$ cat src/rtl/uwire_pkg.sv
package uwire_pkg;
  typedef enum logic [2:0] {
    OP_READ  = 3'd0,
    OP_WRITE = 3'd1,
    OP_ERASE = 3'd2,
    OP_ERAL  = 3'd3,
    OP_WRAL  = 3'd4,
    OP_EWEN  = 3'd5,
    OP_EWDS  = 3'd6
  } op_e;

  typedef enum logic [2:0] {
    S_IDLE, S_SHIFT, S_GAP, S_SETTLE, S_POLL
  } st_e;
endpackage

$ cat src/rtl/uwire_frame.sv
module uwire_frame
  import uwire_pkg::*;
#(
  parameter int AW = 8,
  parameter int DW = 8,
  localparam int FW  = 4 + AW + DW,
  localparam int FLW = $clog2(FW + 1)
) (
  input  logic [2:0]     op_i,
  input  logic [AW-1:0]  addr_i,
  input  logic [DW-1:0]  wdata_i,
  output logic [FW-1:0]  bits_o,
  output logic [FLW-1:0] len_o,
  output logic           rd_o,
  output logic           prog_o
);
  logic [1:0]  opc;
  logic [AW:0] body;
  logic        data_on;

  always_comb begin
    opc     = 2'b00;
    body    = '0;
    data_on = 1'b0;
    rd_o    = 1'b0;
    prog_o  = 1'b0;
    case (op_e'(op_i))
      OP_READ:  begin opc = 2'b10; body = {1'b0, addr_i}; rd_o = 1'b1; end
      OP_WRITE: begin opc = 2'b01; body = {1'b0, addr_i}; data_on = 1'b1; prog_o = 1'b1; end
      OP_ERASE: begin opc = 2'b11; body = {1'b0, addr_i}; prog_o = 1'b1; end
      OP_ERAL:  begin body = {2'b10, {(AW-1){1'b0}}}; prog_o = 1'b1; end
      OP_WRAL:  begin body = {2'b01, {(AW-1){1'b0}}}; data_on = 1'b1; prog_o = 1'b1; end
      OP_EWEN:  body = {2'b11, {(AW-1){1'b0}}};
      default:  body = '0;
    endcase
    // left-justified; trailing data slot zero when unused
    bits_o = {1'b1, opc, body, data_on ? wdata_i : {DW{1'b0}}};
    len_o  = data_on ? FLW'(FW) : FLW'(FW - DW);
  end
endmodule

$ cat src/rtl/uwire_rx.sv
module uwire_rx #(
  parameter int DW = 8,
  localparam int CW = (DW > 1) ? $clog2(DW) : 1
) (
  input  logic          clk_i,
  input  logic          rst_ni,
  input  logic          clr_i,
  input  logic          en_i,
  input  logic          bit_i,
  output logic [DW-1:0] data_o,
  output logic          valid_o
);
  logic [DW-1:0] sr;
  logic [CW-1:0] cnt;

  always_ff @(posedge clk_i or negedge rst_ni) begin
    if (!rst_ni) begin
      sr      <= '0;
      cnt     <= '0;
      data_o  <= '0;
      valid_o <= 1'b0;
    end else begin
      valid_o <= 1'b0;
      if (clr_i) begin
        cnt <= '0;
      end else if (en_i) begin
        sr <= {sr[DW-2:0], bit_i};
        if (cnt == CW'(DW - 1)) begin
          cnt     <= '0;
          data_o  <= {sr[DW-2:0], bit_i};
          valid_o <= 1'b1;
        end else begin
          cnt <= cnt + 1'b1;
        end
      end
    end
  end
endmodule

$ cat src/rtl/uwire_host.sv
module uwire_host
  import uwire_pkg::*;
#(
  parameter int AW       = 8,
  parameter int DW       = 8,
  parameter int LW       = 4,
  parameter int SCK_LO   = 3,
  parameter int SCK_HI   = 3,
  parameter int CS_GAP   = 4,
  parameter int STAT_DLY = 3,
  parameter int POLL_MAX = 200
) (
  input  logic          clk_i,
  input  logic          rst_ni,
  input  logic          cmd_valid_i,
  output logic          cmd_ready_o,
  input  logic [2:0]    cmd_op_i,
  input  logic [AW-1:0] cmd_addr_i,
  input  logic [DW-1:0] cmd_wdata_i,
  input  logic [LW-1:0] cmd_len_i,
  output logic          rd_valid_o,
  output logic [DW-1:0] rd_data_o,
  output logic          err_o,
  output logic          cs_o,
  output logic          sck_o,
  output logic          di_o,
  input  logic          do_i
);
  localparam int FW   = 4 + AW + DW;
  localparam int FLW  = $clog2(FW + 1);
  localparam int SW   = $clog2(FW + 2 + DW * (2 ** LW));
  localparam int TM1  = (SCK_LO > SCK_HI) ? SCK_LO : SCK_HI;
  localparam int TM2  = (CS_GAP > STAT_DLY) ? CS_GAP : STAT_DLY;
  localparam int TMAX = (TM1 > TM2) ? TM1 : TM2;
  localparam int TW   = $clog2(TMAX + 1);
  localparam int PW   = $clog2(POLL_MAX + 1);
  localparam logic [TW-1:0] T_LO  = TW'(SCK_LO - 1);
  localparam logic [TW-1:0] T_HI  = TW'(SCK_HI - 1);
  localparam logic [TW-1:0] T_GAP = TW'(CS_GAP - 1);
  localparam logic [TW-1:0] T_ST  = TW'(STAT_DLY - 1);

  logic [FW-1:0]  f_bits;
  logic [FLW-1:0] f_len;
  logic           f_rd, f_prog;

  uwire_frame #(.AW(AW), .DW(DW)) u_frame (
    .op_i(cmd_op_i), .addr_i(cmd_addr_i), .wdata_i(cmd_wdata_i),
    .bits_o(f_bits), .len_o(f_len), .rd_o(f_rd), .prog_o(f_prog)
  );

  st_e           state;
  logic [FW-1:0] frame_sr;
  logic [TW-1:0] tmr;
  logic [SW-1:0] slot, nslots, flen_q;
  logic [PW-1:0] pcnt;
  logic          hi_ph, is_rd_q, poll_q;
  logic          cs_q, sck_q, di_q, err_q;
  logic          accept, smp_en;

  assign accept = (state == S_IDLE) && cmd_valid_i;
  // sample just before the rising edge; slot flen_q holds the dummy bit
  assign smp_en = (state == S_SHIFT) && (tmr == '0) && !hi_ph && is_rd_q && (slot > flen_q);

  always_ff @(posedge clk_i or negedge rst_ni) begin
    if (!rst_ni) begin
      state    <= S_IDLE;
      frame_sr <= '0;
      tmr      <= '0;
      slot     <= '0;
      nslots   <= '0;
      flen_q   <= '0;
      pcnt     <= '0;
      hi_ph    <= 1'b0;
      is_rd_q  <= 1'b0;
      poll_q   <= 1'b0;
      cs_q     <= 1'b0;
      sck_q    <= 1'b0;
      di_q     <= 1'b0;
      err_q    <= 1'b0;
    end else begin
      err_q <= 1'b0;
      case (state)
        S_IDLE: if (cmd_valid_i) begin
          frame_sr <= f_bits;
          di_q     <= f_bits[FW-1];
          cs_q     <= 1'b1;
          hi_ph    <= 1'b0;
          slot     <= '0;
          flen_q   <= SW'(f_len);
          nslots   <= SW'(f_len) + (f_rd ? (SW'(1) + SW'(DW) * (SW'(cmd_len_i) + SW'(1))) : SW'(0));
          is_rd_q  <= f_rd;
          poll_q   <= f_prog;
          tmr      <= T_LO;
          state    <= S_SHIFT;
        end
        S_SHIFT: begin
          if (tmr != '0) begin
            tmr <= tmr - 1'b1;
          end else if (!hi_ph) begin
            sck_q <= 1'b1;
            hi_ph <= 1'b1;
            tmr   <= T_HI;
          end else begin
            sck_q <= 1'b0;
            hi_ph <= 1'b0;
            if (slot == nslots - 1'b1) begin
              cs_q  <= 1'b0;
              di_q  <= 1'b0;
              tmr   <= T_GAP;
              state <= S_GAP;
            end else begin
              slot     <= slot + 1'b1;
              frame_sr <= {frame_sr[FW-2:0], 1'b0};
              di_q     <= frame_sr[FW-2];
              tmr      <= T_LO;
            end
          end
        end
        S_GAP: begin
          if (tmr != '0) begin
            tmr <= tmr - 1'b1;
          end else if (poll_q) begin
            poll_q <= 1'b0;
            cs_q   <= 1'b1;
            tmr    <= T_ST;
            state  <= S_SETTLE;
          end else begin
            state <= S_IDLE;
          end
        end
        S_SETTLE: begin
          if (tmr != '0) begin
            tmr <= tmr - 1'b1;
          end else begin
            pcnt  <= '0;
            state <= S_POLL;
          end
        end
        S_POLL: begin
          if (do_i || pcnt == PW'(POLL_MAX - 1)) begin
            cs_q  <= 1'b0;
            err_q <= !do_i;
            tmr   <= T_GAP;
            state <= S_GAP;
          end else begin
            pcnt <= pcnt + 1'b1;
          end
        end
        default: state <= S_IDLE;
      endcase
    end
  end

  uwire_rx #(.DW(DW)) u_rx (
    .clk_i(clk_i), .rst_ni(rst_ni), .clr_i(accept), .en_i(smp_en), .bit_i(do_i),
    .data_o(rd_data_o), .valid_o(rd_valid_o)
  );

  assign cmd_ready_o = (state == S_IDLE);
  assign cs_o        = cs_q;
  assign sck_o       = sck_q;
  assign di_o        = di_q;
  assign err_o       = err_q;
endmodule

$ cat config.mk
export PLATFORM = sky130hd
export DESIGN_NAME = uwire_host
export DESIGN_NICKNAME = d
export VERILOG_FILES = /design/src/rtl/uwire_pkg.sv /design/src/rtl/uwire_frame.sv /design/src/rtl/uwire_rx.sv /design/src/rtl/uwire_host.sv
export SDC_FILE = /design/constraint.sdc
export NUM_CORES = 1
export LEC_CHECK = 0
export CORE_MARGIN = 3
export CORE_UTILIZATION = 40
export DETAILED_ROUTE_END_ITERATION = 16
export GPL_ROUTABILITY_DRIVEN = 0
export SYNTH_ARGS = -nofsm -noshare
export SYNTH_HDL_FRONTEND = slang
export SYNTH_SLANG_ARGS = --single-unit
$ cat constraint.sdc
create_clock -name clk_i -period 2.25 [get_ports clk_i]
set_input_delay 0.45 -clock clk_i [delete_from_list [all_inputs] [get_ports clk_i]]
set_output_delay 0.45 -clock clk_i [all_outputs]
set_load 0.01 [all_outputs]
==> results of run 1 <==
==> worst max-delay path, delay by kind of cell, from the launching register on <==
kind,cells,cell delay (ns)
DFF,1,0.39
buffers and inverters,3,0.45
and+or+nand+nor,2,0.73
AOI/OAI and AO/OA,3,0.35
muxes,1,0.29
==> kinds of logic after synthesis <==
logic type      after synthesis  share of synthesized area
mux                          27                     0.0794
fa+ha+maj                    15                     0.0478
buf+inv                      35                     0.0371
xor+xnor                     13                     0.0279
simple gates                134                      0.166
compound gates              111                      0.182
flops                        75                      0.460
==> placed cells by master (no fill, tap or decap), drive strengths merged, types with 3 or more instances in the layout <==
master,netlist,routed
o22ai,3,3
nand3,5,5
nor2,26,26
clkbuf,16,9
dfrtp,75,75
o31ai,3,3
a21o,4,4
ha,14,14
and3,6,6
and2,3,3
nor3,11,11
xor2,7,7
nand2b,4,4
buf,4,49
o21ai,48,48
or4,3,3
mux2,22,22
nand3b,3,3
nor2b,5,5
xnor2,6,6
a22oi,17,17
a21oi,17,17
nand2,50,50
clkdlybuf4s50,0,36
a31oi,3,3
or3,3,3
inv,15,19
o211ai,4,4
nand4,5,5
or3b,3,3
mux2i,5,5
==> layer usage <==
metal  track usage  part of all wire  vias to the layer above
li1              -                 -                     1626
met1         0.212              0.46                     1566
met2         0.280              0.50                       51
met3        0.0379             0.032                        9
met4        0.0356            0.0083                        0
met5             0                 0                        -
==> repair_timing <==
item / in CTS / in global routing
endpoints found under the setup margin: 28 / 34
gates resized for setup: 4 / 14
buffers inserted: 2 / 2
pin swaps: 4 / 8
==> per-stage QoR <==
step	setup WS [ns]	hold WS [ns]	util	TNS (ns)
CTS	-0.0483	0.189	0.524	-0.586
floorplan	0.0443	0.154	-	0
finish	-0.0724	0.163	0.531	-0.976
global placement	-0.205	0.468	0.499	-2.70
global route	-0.188	0.208	0.531	-4.33
detailed placement	-0.282	0.479	0.499	-3.77
==> final cells by class <==
class / instances / area [sq um] / area share
clock buffer: 9 / 124 / 0.0236
sequential: 75 / 1880 / 0.358
clock inverter: 7 / 82.6 / 0.0158
timing repair buffer: 88 / 821 / 0.157
tap: 133 / 166 / 0.0317
multi-input combinational: 300 / 2120 / 0.404
inverter: 15 / 56.3 / 0.0107
==> sequential cells by signal, indices dropped and copies added, names as in the netlist <==
signal	flops
sck_o	1
hi_ph	1
cs_o	1
di_o	1
u_rx.sr	7
nslots	6
frame_sr	19
u_rx.valid_o	1
tmr	3
state	3
pcnt	8
u_rx.data_o	8
err_o	1
flen_q	3
u_rx.cnt	3
poll_q	1
slot	8
==> where the power goes <==
part           total (uW)  switching (uW)  internal (uW)
clock                1090             563            532
combinational        1680             796            882
sequential           1960             252           1710
==> worst min-delay path by stage <==
stage / start / slack, ns / cells after the start / end
after global routing: rst_ni / 0.21 / 1 / u_rx.data_o[5]
after floorplan: rst_ni / 0.15 / 0 / cs_o
final: rst_ni / 0.16 / 1 / u_rx.data_o[5]
after detailed placement: flen_q[4] / 0.48 / 1 / flen_q[4]
after CTS: rst_ni / 0.19 / 1 / u_rx.data_o[5]
after global placement: flen_q[4] / 0.47 / 1 / flen_q[4]
==> summary.txt, run 1 <==
========================================================================================
Final period util                                                                   1.03
CTS tree                                                                           built
#FFs+latches synth                                                                    75
Area share of the largest cell type after synthesis                                0.460
Vias in the first global route                                                      3283
Global route total overflow                                                            0
Min Clock Period, post-route                                                     2.32 ns
Synth unique cells                                                                    61
DRC viols                                                                              0
Ant. Diodes                                                                            0
Clock transition at path regs                                                    0.09 ns
Final slew viol count                                                                  0
Worst-path cell chain                                                       or4_4, buf_6, nor3_4, o21ai_2, a211oi_2, buf_4, o21ai_4, buf_12, mux2_4
Critical path type                                                          flip-flop to flip-flop
Total of warnings raised by yosys                                                      0
Post-CTS Hold Fix Bufs                                                                 0
Top cells by area, synth                                                    sky130_fd_sc_hd__dfrtp_1 (46%), sky130_fd_sc_hd__o21ai_0 (5.3%), sky130_fd_sc_hd__nand2_1 (4.6%), sky130_fd_sc_hd__ha_1 (4.3%), sky130_fd_sc_hd__mux2_2 (4.1%)
Setup crit start kind                                                          flip-flop
Type of element capturing the critical path                                    flip-flop
Transition time at the pin with the least slew margin                           0.781 ns
Worst Setup Slack, final                                                      -0.0724 ns
Critical path arrival                                                            2.56 ns
Path category of the worst min-delay check                                  input port to async pin
Synthesized area per cell                                                     9.96 sq um
Post-synthesis instance area                                                  4080 sq um
Initial antenna violation count                                                        0
Clock latency on the worst-skew pair                                             0.35 ns
Vertical extent of the die                                                        107 um
Total clock buffers created by CTS                                                     9
Number of nets still failing antenna checks after routing                              0
Count of endpoints failing setup in the final report                                  25
Depth of the worst register-to-register path                                           9
Starting Density                                                                   0.414
Nets@finish                                                                          531
Worst reg2reg setup slack                                                       -0.07 ns
Total cell area at the placement stage                                        4930 sq um
Std-Cell Core Area                                                            9860 sq um
Share of synthesized area occupied by flip-flops and latches                       0.460
Global routing usage summed across all routing layers                              0.164
Per-cell routed wire length                                                      13.9 um
Capturing point of the worst reg2reg path                                    frame_sr[3]
Count of flip-flops with a built-in enable after synthesis                             0
Routed via count                                                                    3252
Final design area excluding fillers                                           5240 sq um
Most common library cells after synthesis                                   sky130_fd_sc_hd__dfrtp_1 (75), sky130_fd_sc_hd__nand2_1 (50), sky130_fd_sc_hd__o21ai_0 (43)
Die area                                                                     11500 sq um
Detailed-routing iteration count for the pre-antenna-repair pass                       4
WL final                                                                         8690 um
Share of flip-flops with an asynchronous set or reset after synthesis               1.00
Final worst clock skew                                                         0.0153 ns
H-tree depth                                                                           3
Synthesized netlist net count                                                        452
Required time at the endpoint of the critical path                               2.49 ns
Standard-cell rows                                                                    36
Clock Root Buffer                                                           sky130_fd_sc_hd__clkbuf_8
Count of port buffers added during placement                                          40
Die X-Extent                                                                      107 um
Total half-perimeter wirelength after legalization and detailed placement        6270 um
Capturing instance or port of the critical path                              frame_sr[3]
RSZ-0062 raised after global routing                                                true
Via-to-Cell Ratio                                                                   5.19
Cell accounting for the most synthesized area                               sky130_fd_sc_hd__dfrtp_1
Number of instances in the synthesized netlist                                       410
Worst IR Drop VDD                                                             0.000529 V
Reg2reg start                                                                  nslots[4]
Power consumption                                                                4730 uW
Relative slew margins                                                              0.479
I/O pin total                                                                         41
# Max-Cap Violations                                                                   0
Slowest cell on the critical path                                           sky130_fd_sc_hd__or4_4
Dominant register cell in the synthesized netlist                           sky130_fd_sc_hd__dfrtp_1
Endpoints failing hold                                                                 0
Total power per unit cell area                                               903 nW/um^2
Violation count after the first detailed-routing iteration                           123
Slowest Stage Delay on Critical Path                                             0.58 ns
Area Overhead vs Synth                                                             28.4%
Most numerous cell in the Yosys netlist                                     sky130_fd_sc_hd__dfrtp_1
Leakage power figure                                                          0.00238 uW
Critical-path maximum fanout                                                           8
Violated checks                                                             negative setup slack
Wire length of the first global-routing pass                                    15400 um
Worst setup path startpoint                                                    nslots[4]
Fraction of layout instances using a drive strength above 1                        0.237
Count of non-filler cells in the finished layout                                     627
Clock sink count                                                                      75
CTS max path bufs                                                                      2
Highest attainable clock frequency                                             0.431 GHz
Pin count of the biggest net entering global routing                                  35
Count of filler cells inserted in the layout                                         910
Run status                                                                  complete, but fails checks
Number of placed cells counting well taps                                            608
========================================================================================
Power figures use the tool's default switching activity.
==> run 2: changes to the inputs <==
==> constraint.sdc (replaced) <==
create_clock -name clk_i -period 2.25 [get_ports clk_i]
set_input_delay 0.675 -clock clk_i [delete_from_list [all_inputs] [get_ports clk_i]]
set_output_delay 0.675 -clock clk_i [all_outputs]
set_load 0.01 [all_outputs]
==> run 2 against run 1 <==
Compared with the run above: the flow still finishes with violations (negative setup slack); global-route usage fell by 0.083 points; die area did not move; register-to-register slack barely moved; combinational power barely moved; final cell count rose by 1.6%; first-iteration DRC count rose by 4.1%; utilization rose by 1.2 points; non-clock buffer count rose by 10; critical path depth fell by 1; clock-buffer cell count did not move; maximum frequency barely moved; critical endpoint is now frame_sr[6]; largest power group unchanged.
==> summary.txt, run 2 (synthesis gave the netlist of run 1 again) <==
========================================================================================
Setup crit start kind                                                          flip-flop
Transition time at the pin with the least slew margin                           0.466 ns
Total half-perimeter wirelength after legalization and detailed placement        6480 um
Vias in the first global route                                                      3352
Post-CTS Hold Fix Bufs                                                                 0
Number of nets still failing antenna checks after routing                              0
RSZ-0062 raised after global routing                                                true
Standard-cell rows                                                                    36
Nets@finish                                                                          541
CTS tree                                                                           built
Die X-Extent                                                                      107 um
Count of port buffers added during placement                                          40
Std-Cell Core Area                                                            9860 sq um
Leakage power figure                                                          0.00242 uW
Number of placed cells counting well taps                                            611
Wire length of the first global-routing pass                                    15200 um
Initial antenna violation count                                                        0
Clock sink count                                                                      75
Total power per unit cell area                                               868 nW/um^2
Length of routed met3 wiring                                                      309 um
Violated checks                                                             negative setup slack
Critical-path maximum fanout                                                           9
Clock transition at path regs                                                    0.09 ns
Min Clock Period, post-route                                                     2.32 ns
Met2 Routed Length                                                               4570 um
WL final                                                                         9060 um
Critical path type                                                          flip-flop to flip-flop
Critical path arrival                                                            2.57 ns
Per-cell routed wire length                                                      14.2 um
Detailed-routing iteration count for the pre-antenna-repair pass                       6
Run status                                                                  complete, but fails checks
Top routing layer in use                                                            met4
H-tree depth                                                                           3
Ant. Diodes                                                                            0
Relative slew margins                                                              0.689
Endpoints failing hold                                                                 0
Pin count of the biggest net entering global routing                                  38
Area Overhead vs Synth                                                             31.2%
I/O pin total                                                                         41
Total cell area at the placement stage                                        5000 sq um
Count of endpoints failing setup in the final report                                  21
CTS max path bufs                                                                      2
Starting Density                                                                   0.414
Type of element capturing the critical path                                    flip-flop
Highest attainable clock frequency                                             0.431 GHz
Die area                                                                     11500 sq um
Global routing usage summed across all routing layers                              0.163
Global route total overflow                                                            0
Top library cells by usage in the layout, fill and taps aside               sky130_fd_sc_hd__dfrtp_1 (73), sky130_fd_sc_hd__nand2_1 (49), sky130_fd_sc_hd__buf_4 (47), sky130_fd_sc_hd__o21ai_0 (41), sky130_fd_sc_hd__clkdlybuf4s50_1 (33)
Fraction of layout instances using a drive strength above 1                        0.266
Via-to-Cell Ratio                                                                   5.26
Total clock buffers created by CTS                                                     9
Count of non-filler cells in the finished layout                                     637
Most common cell after layout, fill and taps aside                          sky130_fd_sc_hd__dfrtp_1
Wire length the detailed router placed on met1                                   4040 um
Power consumption                                                                4650 uW
Final slew viol count                                                                  0
Clock Root Buffer                                                           sky130_fd_sc_hd__clkbuf_8
Clock latency on the worst-skew pair                                             0.36 ns
Worst Setup Slack, final                                                      -0.0708 ns
Worst IR Drop VDD                                                             0.000464 V
Final period util                                                                   1.03
Largest reg by FF count                                                         frame_sr
Routed via count                                                                    3348
# Max-Cap Violations                                                                   0
Vertical extent of the die                                                        107 um
Required time at the endpoint of the critical path                               2.50 ns
DRC viols                                                                              0
Violation count after the first detailed-routing iteration                           128
Path category of the worst min-delay check                                  input port to async pin
Final worst clock skew                                                         0.0164 ns
Max reg flops                                                                         19
Final design area excluding fillers                                           5360 sq um
========================================================================================
run 2: changes by cell type in the layout (fill, tap and decap cells not counted), sizes merged:
cell / delta
clkinv: +1
dlymetal6s2s: -1
dlygate4sd2: +4
clkbuf: +1
buf: +9
clkdlybuf4s50: -3
bufinv: -1
run 2: routing by layer:
layer / global-route usage / vias to the layer above
met5: 0 / -
met4: 0.0584 / 0
met3: 0.0319 / 14
met2: 0.283 / 64
met1: 0.201 / 1629
li1: - / 1641
run 2: final timing paths:
kind,from,end,slack (ns),cells past startpoint
max,nslots[3],frame_sr[6],-0.07,8
min,rst_ni,u_rx.sr[1],0.26,1
max reg2reg,nslots[3],frame_sr[6],-0.07,8
min reg2reg,pcnt[7],pcnt[7],0.50,1
max in group asynchronous,rst_ni,nslots[3],1.43,2
min in group clk_i,pcnt[7],pcnt[7],0.50,1
run 2: report_power, final:
group	internal [uW]	switching (uW)	total, uW
registers	1710	259	1970
logic	904	798	1700
clock network	417	564	982
total	3030	1620	4650
run 2: cell type report:
type                       instances  area (sq um)
clock buffer                       9           124
fill                             864          4510
multi-input combinational        300          2140
inverter                          15          56.3
tap                              133           166
clock inverter                     7          57.6
timing repair buffer              98           935
sequential                        75          1880
run 2: stage by stage:
step	TNS (ns)	hold WS [ns]	utilization	worst slack, ns
2_1_floorplan	0	0.379	-	0.0243
6_report	-0.716	0.256	0.543	-0.0708
3_3_place_gp	-3.86	0.469	0.507	-0.345
4_1_cts	-0.758	0.256	0.535	-0.0678
5_1_grt	-3.02	0.273	0.543	-0.146
3_5_place_dp	-4.66	0.472	0.507	-0.494
run 2: timing repair:
| action | 4_1_cts | 5_1_grt |
|---|---|---|
| endpoints found under the setup margin | 31 | 49 |
| gates resized for setup | 12 | 12 |
| setup buffers | 7 | 2 |
| pin swaps | 10 | 7 |
| cloned | 0 | 1 |
run 2: critical path, cell delays in order (launching register included):
cell                       delay, ns
sky130_fd_sc_hd__dfrtp_1        0.38
sky130_fd_sc_hd__or4_4          0.57
sky130_fd_sc_hd__and3_1         0.20
sky130_fd_sc_hd__o21ai_2        0.18
sky130_fd_sc_hd__a211oi_2       0.09
sky130_fd_sc_hd__buf_4          0.17
sky130_fd_sc_hd__o21ai_4        0.17
sky130_fd_sc_hd__buf_12         0.16
sky130_fd_sc_hd__mux2_4         0.30
